**config.mk**
```make
export PLATFORM = sky130hd
export DESIGN_NAME = alu_flags_unit
export DESIGN_NICKNAME = d
export VERILOG_FILES = /design/src/rtl/alu_flags_pkg.sv /design/src/rtl/alu_core.sv /design/src/rtl/flag_reg.sv /design/src/rtl/alu_flags_unit.sv
export SDC_FILE = /design/constraint.sdc
export NUM_CORES = 1
export LEC_CHECK = 0
export BUFFER_PORTS_ARGS = -buffer_cell sky130_fd_sc_hd__buf_4
export CAP_MARGIN = 15
export CORE_UTILIZATION = 45
export DETAILED_ROUTE_END_ITERATION = 16
export HOLD_SLACK_MARGIN = 0.1
export PLACE_DENSITY = 0.67
export SLEW_MARGIN = 25
export SYNTH_ARGS = -nofsm -noshare
export SYNTH_HDL_FRONTEND = slang
export SYNTH_HIERARCHICAL = 1
export SYNTH_SLANG_ARGS = --single-unit
```
**constraint.sdc**
```tcl
create_clock -name clk -period 2.47 [get_ports clk]
set_clock_uncertainty 0.15 [all_clocks]
set_input_delay 0.1235 -clock clk [delete_from_list [all_inputs] [get_ports clk]]
set_output_delay 0.1235 -clock clk [all_outputs]
set_load 0.1 [all_outputs]
```
**src/rtl/alu_flags_pkg.sv**
```systemverilog
package alu_flags_pkg;
  localparam int FLAG_W = 16;
  localparam int CTL_N  = 4;

  // fixed flag positions; the layout is decoded by software
  localparam int CF_BIT  = 0;
  localparam int ONE_BIT = 1;
  localparam int PF_BIT  = 2;
  localparam int AF_BIT  = 4;
  localparam int ZF_BIT  = 6;
  localparam int SF_BIT  = 7;
  localparam int TF_BIT  = 8;
  localparam int IF_BIT  = 9;
  localparam int DF_BIT  = 10;
  localparam int OF_BIT  = 11;

  // strobe index -> flag position
  localparam int CTL_CARRY = 0;
  localparam int CTL_POS [CTL_N] = '{CF_BIT, TF_BIT, IF_BIT, DF_BIT};

  typedef enum logic [3:0] {
    OP_ADD = 4'd0, OP_SUB = 4'd1, OP_AND = 4'd2, OP_OR  = 4'd3,
    OP_XOR = 4'd4, OP_NOT = 4'd5, OP_SHL = 4'd6, OP_SHR = 4'd7,
    OP_ROL = 4'd8, OP_ROR = 4'd9, OP_CMP = 4'd10
  } alu_op_e;

  typedef struct packed {
    logic of;
    logic sf;
    logic zf;
    logic af;
    logic pf;
    logic cf;
  } status_t;

  function automatic logic even_ones8(input logic [7:0] v);
    return ~^v;
  endfunction
endpackage

```
**src/rtl/alu_core.sv**
```systemverilog
module alu_core
  import alu_flags_pkg::*;
#(
  parameter int W = 16
) (
  input  logic [W-1:0] a,
  input  logic [W-1:0] b,
  input  logic [3:0]   op,
  output logic [W-1:0] res,
  output status_t      st,
  output logic         valid
);
  localparam int MSB = W - 1;

  function automatic logic [W:0] add_ext(input logic [W-1:0] x, input logic [W-1:0] y);
    return {1'b0, x} + {1'b0, y};
  endfunction

  function automatic logic [W:0] sub_ext(input logic [W-1:0] x, input logic [W-1:0] y);
    return {1'b0, x} - {1'b0, y};
  endfunction

  // carry or borrow across the nibble boundary shows up in bit 4
  function automatic logic nib_cross(input logic [W-1:0] x, input logic [W-1:0] y,
                                     input logic [W-1:0] r);
    return x[4] ^ y[4] ^ r[4];
  endfunction

  logic [W-1:0] val;
  logic [W:0]   wide;

  always_comb begin
    val   = '0;
    wide  = '0;
    st    = '0;
    valid = 1'b1;
    case (op)
      OP_ADD: begin
        wide  = add_ext(a, b);
        val   = wide[MSB:0];
        st.cf = wide[W];
        st.af = nib_cross(a, b, val);
        st.of = (a[MSB] == b[MSB]) && (val[MSB] != a[MSB]);
      end
      OP_SUB, OP_CMP: begin
        wide  = sub_ext(a, b);
        val   = wide[MSB:0];
        st.cf = wide[W];
        st.af = nib_cross(a, b, val);
        st.of = (a[MSB] != b[MSB]) && (val[MSB] != a[MSB]);
      end
      OP_AND: val = a & b;
      OP_OR:  val = a | b;
      OP_XOR: val = a ^ b;
      OP_NOT: val = ~a;
      OP_SHL: begin
        val   = {a[MSB-1:0], 1'b0};
        st.cf = a[MSB];
        st.of = a[MSB] ^ val[MSB];
      end
      OP_SHR: begin
        val   = {1'b0, a[MSB:1]};
        st.cf = a[0];
        st.of = a[MSB] ^ val[MSB];
      end
      OP_ROL: begin
        val   = {a[MSB-1:0], a[MSB]};
        st.cf = a[MSB];
        st.of = a[MSB] ^ val[MSB];
      end
      OP_ROR: begin
        val   = {a[0], a[MSB:1]};
        st.cf = a[0];
        st.of = a[MSB] ^ val[MSB];
      end
      default: valid = 1'b0;
    endcase
    st.zf = (val == '0);
    st.sf = val[MSB];
    st.pf = even_ones8(val[7:0]);
    res   = (valid && (op != OP_CMP)) ? val : '0;
  end
endmodule

```
**src/rtl/flag_reg.sv**
```systemverilog
module flag_reg
  import alu_flags_pkg::*;
(
  input  logic              clk,
  input  logic              rst_n,
  input  logic              wr,
  input  status_t           st,
  input  logic [CTL_N-1:0]  set_s,
  input  logic [CTL_N-1:0]  clr_s,
  output logic [FLAG_W-1:0] word
);
  status_t          sq;
  logic [CTL_N-1:1] mode_q;

  // status bits: ALU write first, carry strobes override
  always_ff @(posedge clk or negedge rst_n) begin
    if (!rst_n) begin
      sq <= '0;
    end else begin
      if (wr) sq <= st;
      if (clr_s[CTL_CARRY])      sq.cf <= 1'b0;
      else if (set_s[CTL_CARRY]) sq.cf <= 1'b1;
    end
  end

  // mode bits: strobe-only storage
  for (genvar i = 1; i < CTL_N; i++) begin : g_mode
    always_ff @(posedge clk or negedge rst_n) begin
      if (!rst_n)        mode_q[i] <= 1'b0;
      else if (clr_s[i]) mode_q[i] <= 1'b0;
      else if (set_s[i]) mode_q[i] <= 1'b1;
    end
  end

  always_comb begin
    word          = '0;
    word[ONE_BIT] = 1'b1;
    word[CF_BIT]  = sq.cf;
    word[PF_BIT]  = sq.pf;
    word[AF_BIT]  = sq.af;
    word[ZF_BIT]  = sq.zf;
    word[SF_BIT]  = sq.sf;
    word[OF_BIT]  = sq.of;
    for (int i = 1; i < CTL_N; i++) word[CTL_POS[i]] = mode_q[i];
  end
endmodule

```
**src/rtl/alu_flags_unit.sv**
```systemverilog
module alu_flags_unit
  import alu_flags_pkg::*;
#(
  parameter int DATA_W = 16
) (
  input  logic              clk,
  input  logic              rst_n,
  input  logic [DATA_W-1:0] op_a,
  input  logic [DATA_W-1:0] op_b,
  input  logic [3:0]        op_sel,
  input  logic              flag_we,
  input  logic [CTL_N-1:0]  ctl_set,
  input  logic [CTL_N-1:0]  ctl_clr,
  output logic [DATA_W-1:0] result,
  output logic [FLAG_W-1:0] flags
);
  status_t core_st;
  logic    op_ok;
  logic    alu_wr;

  alu_core #(.W(DATA_W)) u_core (
    .a     (op_a),
    .b     (op_b),
    .op    (op_sel),
    .res   (result),
    .st    (core_st),
    .valid (op_ok)
  );

  assign alu_wr = flag_we & op_ok;

  flag_reg u_freg (
    .clk   (clk),
    .rst_n (rst_n),
    .wr    (alu_wr),
    .st    (core_st),
    .set_s (ctl_set),
    .clr_s (ctl_clr),
    .word  (flags)
  );
endmodule

```
==> results.sh, run 1 <==
export IMPL_grt_pass1_wl_um=25900
export IMPL_row_count=33
export IMPL_clock_sinks=9
export IMPL_ant_nets=0
export IMPL_hold_viol_final=0
export IMPL_finalSetupTns_ns=-7.18
export IMPL_root_buffer="clkbuf_8"
export IMPL_cp_required_ns=2.50
export IMPL_ys_types=82
export IMPL_drv_cap=0
export IMPL_clk_pin_slew_ns=0.05
export IMPL_wl_met2_um=8770
export IMPL_min_path_cells=1
export IMPL_slowest_stage="a221oi_2"
export IMPL_clock_path_buffers=2
export IMPL_first_pass_iters=7
export IMPL_arrival_ns=3.22
export IMPL_placed_cells=856
export IMPL_path_max_fanout=2
export IMPL_vias_per_cell=6.03
export IMPL_fp_dieW_um=93.8
export IMPL_endpoint_kind="flip-flop"
export IMPL_ios=79
export IMPL_worst_slack_ns=-0.720
export IMPL_reg2reg_depth=3
export IMPL_worst_path_buf_inv=3
export IMPL_final_nets=889
export IMPL_final_common_cell="buf_4"
export IMPL_hpwl_um=12600
export IMPL_setup_violations_final=17
export IMPL_ir_drop_mv=0.284
export IMPL_drive_gt1_frac=0.503
export IMPL_syn2layout_area_growth_pct=81.6
export IMPL_grt_max_degree=15
export IMPL_status="complete, but fails checks"
export IMPL_grt_util_all_layers=0.378
export IMPL_stdcell_count=888
export IMPL_crit_cells=18
export IMPL_avgSynthCellArea_um2=7.23
export IMPL_ys_top_cells_by_area="ha_1, nor2_1, dfrtp_1"
export IMPL_ys_flop_type="dfrtp_1"
export IMPL_hp_class="flip-flop to flip-flop"
export IMPL_wl_per_cell_um=19.7
export IMPL_slew_headroom=0.486
export IMPL_failed_checks="negative setup slack"
export IMPL_wl_met1_um=6600
export IMPL_final_cell_mix="buf_4, nor2_1, inv_1, ha_1"
export IMPL_power_leakage_uw=0.00325
export IMPL_fp_dieArea_mm2=0.00880
export IMPL_grt_antenna_before_repair=0
export IMPL_ys_seq_elements=9
export IMPL_finalWeightedCongestion=0.971
export IMPL_period_minus_slack_ns=3.19
export IMPL_diodes=0
export IMPL_topRoutingLayerUsed="met4"
export IMPL_netlist_instances=525
export IMPL_drc=0
export IMPL_netlist_area_mm2=0.00379
export IMPL_initial_core_util=0.464
export IMPL_seq_area_frac_synth=0.0594
export IMPL_yosysTopAreaCell="ha_1"
export IMPL_grt_overflow=0
export IMPL_portBuffers=71
export IMPL_grt_pass1_vias=5259
export IMPL_htreeDepth=1
export IMPL_async_reset_ff_frac=1.00
export IMPL_finalCritPeriodShare=1.29
export IMPL_critPathKind="primary input to flip-flop"
export IMPL_slew_viol_final=0
export IMPL_clock_latency_ns=0.24
export IMPL_tightest_slew_ns=0.772
export IMPL_holdWs_ns=0.376
export IMPL_synth_top_area_frac=0.185
export IMPL_final_area_mm2=0.00689
export IMPL_die_height_um=93.8
export IMPL_rsz0062_at_grt="yes"
export IMPL_start_kind="primary input"
export IMPL_met3_length_um=1200
export IMPL_cts_made_buffers=3
export IMPL_synth_edf_count=0
export IMPL_critPathTopFamily="compound AO/OA/AOI/OAI gates"
export IMPL_crit_path_cell_trace="buf_12 > buf_12 > ha_4 > inv_2 > fa_2 > nand2b_4 > a21oi_4 > o21ai_0 > nand2b_1 > a221oi_2 > a21oi_4 > a2111oi_4 > ha_4 > nand4_1 > a211oi_2 > nand3_1 > nor4_2 > mux2_4"
export IMPL_clock_fmax_ghz=0.313
export IMPL_place_area_mm2=0.00595
export IMPL_critPathMaxStageDelay_ns=0.40
export IMPL_drt_iter0_markers=398
export IMPL_drt_total_wl_um=17500
export IMPL_core_mm2=0.00818
export IMPL_yosys_warnings=6
export IMPL_cts_tree="yes"
export IMPL_n_fill_cell=502
export IMPL_power_density_mw_per_mm2=382
export IMPL_vias=5354
export IMPL_largest_reg_flops=9
-- report_power, final --
| part | total, µW | internal (µW) | switching, µW | leakage (µW) |
|---|---|---|---|---|
| sequential | 185 | 170 | 15.1 | 0.000114 |
| combinational | 2260 | 968 | 1290 | 0.00312 |
| clock | 185 | 114 | 71.2 | 0.0000228 |
-- cells in the mapped netlist (9+ instances only) --
cell	instances
mux2i_1	15
buf_4	11
o21ai_0	22
a21oi_1	35
dfrtp_1	9
clkbuf_1	11
nand2b_1	9
nand3_1	14
nor3_1	15
o22ai_1	17
ha_1	56
nand2_1	30
buf_2	14
nor2_1	61
inv_1	50
-- kinds of logic (layout without fill, tap and decap cells) --
family | count (synthesis) | in the layout | share of synthesized area
multiplexers | 20 | 20 | 0.0594
other | 2 | 7 | 0.00198
adder cells (fa/ha/maj) | 58 | 58 | 0.195
AND/OR/NAND/NOR | 166 | 166 | 0.217
AO/OA/AOI/OAI | 179 | 179 | 0.355
XOR/XNOR | 3 | 3 | 0.00693
flip-flops | 9 | 9 | 0.0594
buffers and inverters | 88 | 341 | 0.105
-- through the flow --
step                      worst slack (ns)  utilization  total power [µW]
after floorplan                     -0.525            -              1380
after global placement              -0.796        0.728              2030
after detailed placement            -0.881        0.728              2060
after CTS                           -0.486        0.810              2470
after global routing                -0.824        0.843              2740
final                               -0.720        0.843              2630
-- worst paths after layout --
kind                                   end             from  slack [ns]
min reg2reg                u_freg/word[11]  u_freg/word[11]        0.38
min                        u_freg/word[11]  u_freg/word[11]        0.38
min in group asynchronous   u_freg/word[8]            rst_n        0.61
max reg2reg                u_freg/word[10]  u_freg/word[10]        1.09
max                         u_freg/word[6]          op_a[0]       -0.72
max in group asynchronous   u_freg/word[2]            rst_n        0.66
-- final cells by class --
| class | count | area (µm²) | share of cell area |
|---|---|---|---|
| Multi-Input combinational cell | 433 | 3840 | 0.557 |
| Clock buffer | 4 | 45.0 | 0.00654 |
| Timing Repair Buffer | 286 | 2440 | 0.355 |
| Tap cell | 105 | 131 | 0.0191 |
| Inverter | 51 | 208 | 0.0301 |
| Sequential cell | 9 | 225 | 0.0327 |
-- per-layer routing --
layer / GRT usage / vias up
met2: 0.679 / 346
met3: 0.0283 / 93
met4: 0.221 / 0
met1: 0.436 / 2476
li1: - / 2439
met5: 0 / -
-- what timing repair did --
item	in CTS	in global routing
hold endpoints to repair	13	0
setup endpoints to repair	19	19
cloned	0	0
hold buffers	11	0
gates resized for setup	93	46
buffers inserted	13	15
pin swaps	37	33
Note: power is estimated with default switching activity, not from simulation.
==> run 2: changes to the inputs <==
--- a/config.mk
+++ b/config.mk
@@ -8,6 +8,7 @@
 export BUFFER_PORTS_ARGS = -buffer_cell sky130_fd_sc_hd__buf_4
 export CAP_MARGIN = 15
 export CORE_UTILIZATION = 45
+export CTS_BUF_LIST = sky130_fd_sc_hd__clkbuf_16
 export DETAILED_ROUTE_END_ITERATION = 16
 export HOLD_SLACK_MARGIN = 0.1
 export PLACE_DENSITY = 0.67
==> run 2 against run 1 <==
Effect of this change: the run still ends with negative setup slack left; via count increased by 0.13%; flip-flop and latch count unchanged; non-clock buffer count unchanged; hold slack lost 0.26 ns; first-iteration DRC count is 13% lower; cell area hardly changed; clock-buffer cell count fell by 1; fmax increased by 1.1%; clock power grew 63%; critical path depth unchanged.
==> results.sh, run 2 (same netlist as run 1, synthesis figures left out) <==
export IMPL_drc=0
export IMPL_hold_viol_final=0
export IMPL_ios=79
export IMPL_grt_antenna_before_repair=0
export IMPL_worst_slack_ns=-0.684
export IMPL_clock_latency_ns=0.24
export IMPL_tightest_slew_ns=0.750
export IMPL_final_common_cell="buf_4"
export IMPL_slew_headroom=0.500
export IMPL_row_count=33
export IMPL_final_area_mm2=0.00689
export IMPL_hpwl_um=12600
export IMPL_clock_sinks=9
export IMPL_switching_share=0.511
export IMPL_period_minus_slack_ns=3.15
export IMPL_pwr_share_seq=0.068
export IMPL_vias=5361
export IMPL_clkPwrFrac=0.109
export IMPL_die_height_um=93.8
export IMPL_grt_overflow=0
export IMPL_clock_path_buffers=2
export IMPL_path_max_fanout=2
export IMPL_first_pass_iters=5
export IMPL_finalCritPeriodShare=1.28
export IMPL_grt_pass1_wl_um=26400
export IMPL_portBuffers=71
export IMPL_slowest_stage="a221oi_2"
export IMPL_cts_tree="yes"
export IMPL_critPathMaxStageDelay_ns=0.43
export IMPL_crit_cells=18
export IMPL_final_cell_mix="buf_4, inv_1, ha_1"
export IMPL_syn2layout_area_growth_pct=81.7
export IMPL_vias_per_cell=6.04
export IMPL_grt_util_all_layers=0.387
export IMPL_power_leakage_uw=0.00327
export IMPL_holdWs_ns=0.115
export IMPL_crit_path_cell_trace="buf_12 > buf_12 > ha_4 > inv_2 > fa_2 > nand2b_4 > a21oi_4 > o21ai_0 > nand2b_1 > a221oi_2 > a21oi_4 > a2111oi_4 > ha_4 > nand4_1 > a211oi_2 > nand3_1 > nor4_2 > mux2_4"
export IMPL_grt_pass1_vias=5322
export IMPL_slew_viol_final=0
export IMPL_place_area_mm2=0.00595
export IMPL_largest_reg_flops=9
export IMPL_core_mm2=0.00818
export IMPL_htreeDepth=1
export IMPL_critPathTopFamily="compound AO/OA/AOI/OAI gates"
export IMPL_status="complete, but fails checks"
export IMPL_diodes=0
export IMPL_clock_fmax_ghz=0.317
export IMPL_cp_required_ns=2.50
export IMPL_fp_dieArea_mm2=0.00880
export IMPL_combPwrFrac=0.823
export IMPL_setup_violations_final=19
export IMPL_fp_dieW_um=93.8
export IMPL_reg2reg_depth=3
export IMPL_arrival_ns=3.18
export IMPL_drt_iter0_markers=346
export IMPL_wl_per_cell_um=20.0
export IMPL_initial_core_util=0.464
export IMPL_intPower_uw=1350
export IMPL_rsz0062_at_grt="yes"
export IMPL_power_density_mw_per_mm2=400
export IMPL_start_kind="primary input"
export IMPL_root_buffer="clkbuf_16"
export IMPL_ant_nets=0
export IMPL_ir_drop_mv=0.323
export IMPL_endpoint_kind="flip-flop"
export IMPL_power_switching_uw=1410
export IMPL_finalWeightedCongestion=0.971
export IMPL_drive_gt1_frac=0.501
export IMPL_hp_class="primary input to asynchronous set/reset pin"
export IMPL_cts_made_buffers=3
export IMPL_grt_max_degree=15
export IMPL_clk_pin_slew_ns=0.04
export IMPL_critPathKind="primary input to flip-flop"
export IMPL_final_nets=889
export IMPL_drv_cap=0
export IMPL_drt_total_wl_um=17700
export IMPL_worst_path_buf_inv=3
export IMPL_failed_checks="negative setup slack"
==> run 2: routing by layer <==
layer | routed length [µm] | up-vias | track usage
met2 | 8730 | 291 | 0.697
met1 | 6920 | 2522 | 0.441
met4 | 1200 | 0 | 0.237
met5 | 0 | - | 0
li1 | - | 2443 | -
met3 | 896 | 105 | 0.0291
==> run 2: power by group through the flow <==
stage / clock network (µW) / registers (µW) / logic, µW
6_report: 301 / 188 / 2270
5_1_grt: 311 / 188 / 2360
4_1_cts: 297 / 186 / 2080
3_5_place_dp: 0 / 188 / 1870
3_3_place_gp: 0 / 185 / 1840
2_1_floorplan: 0 / 345 / 1030
==> run 2: path summary, 6_finish.rpt <==
path	slack, ns	startpoint	to
worst min-delay path	0.12	rst_n	u_freg/word[8]
min in group clk	0.38	u_freg/word[11]	u_freg/word[11]
max in group asynchronous	1.90	rst_n	u_freg/word[2]
worst max register to register	1.03	u_freg/word[9]	u_freg/word[9]
worst max-delay path	-0.68	op_a[0]	u_freg/word[6]
worst min register to register	0.38	u_freg/word[11]	u_freg/word[11]
==> run 2: cell type report <==
| cell class | instances | area (µm²) |
|---|---|---|
| Clock inverter | 1 | 3.75 |
| Multi-Input combinational cell | 433 | 3810 |
| Fill cell | 494 | 1280 |
| Sequential cell | 9 | 225 |
| Tap cell | 105 | 131 |
| Clock buffer | 3 | 75.1 |
| Timing Repair Buffer | 286 | 2430 |
| Inverter | 51 | 208 |
==> run 2: metrics by stage <==
step                total power [µW]  worst slack, ns  setup TNS [ns]   util  cells
detailed placement              2060           -0.881           -8.57  0.728    856
global route                    2860           -0.841           -8.77  0.843    888
CTS                             2570           -0.499           -4.96  0.809    879
floorplan                       1380           -0.525           -2.50      -    530
global placement                2030           -0.796           -7.85  0.728    856
finish                          2760           -0.684           -7.19  0.843    888
==> run 2: timing repair <==
item / in CTS / in global routing
hold buffers: 9 / 0
hold endpoints to repair: 13 / 0
pin swaps: 36 / 30
gates resized for setup: 90 / 43
setup endpoints to repair: 19 / 19
buffers inserted: 13 / 14
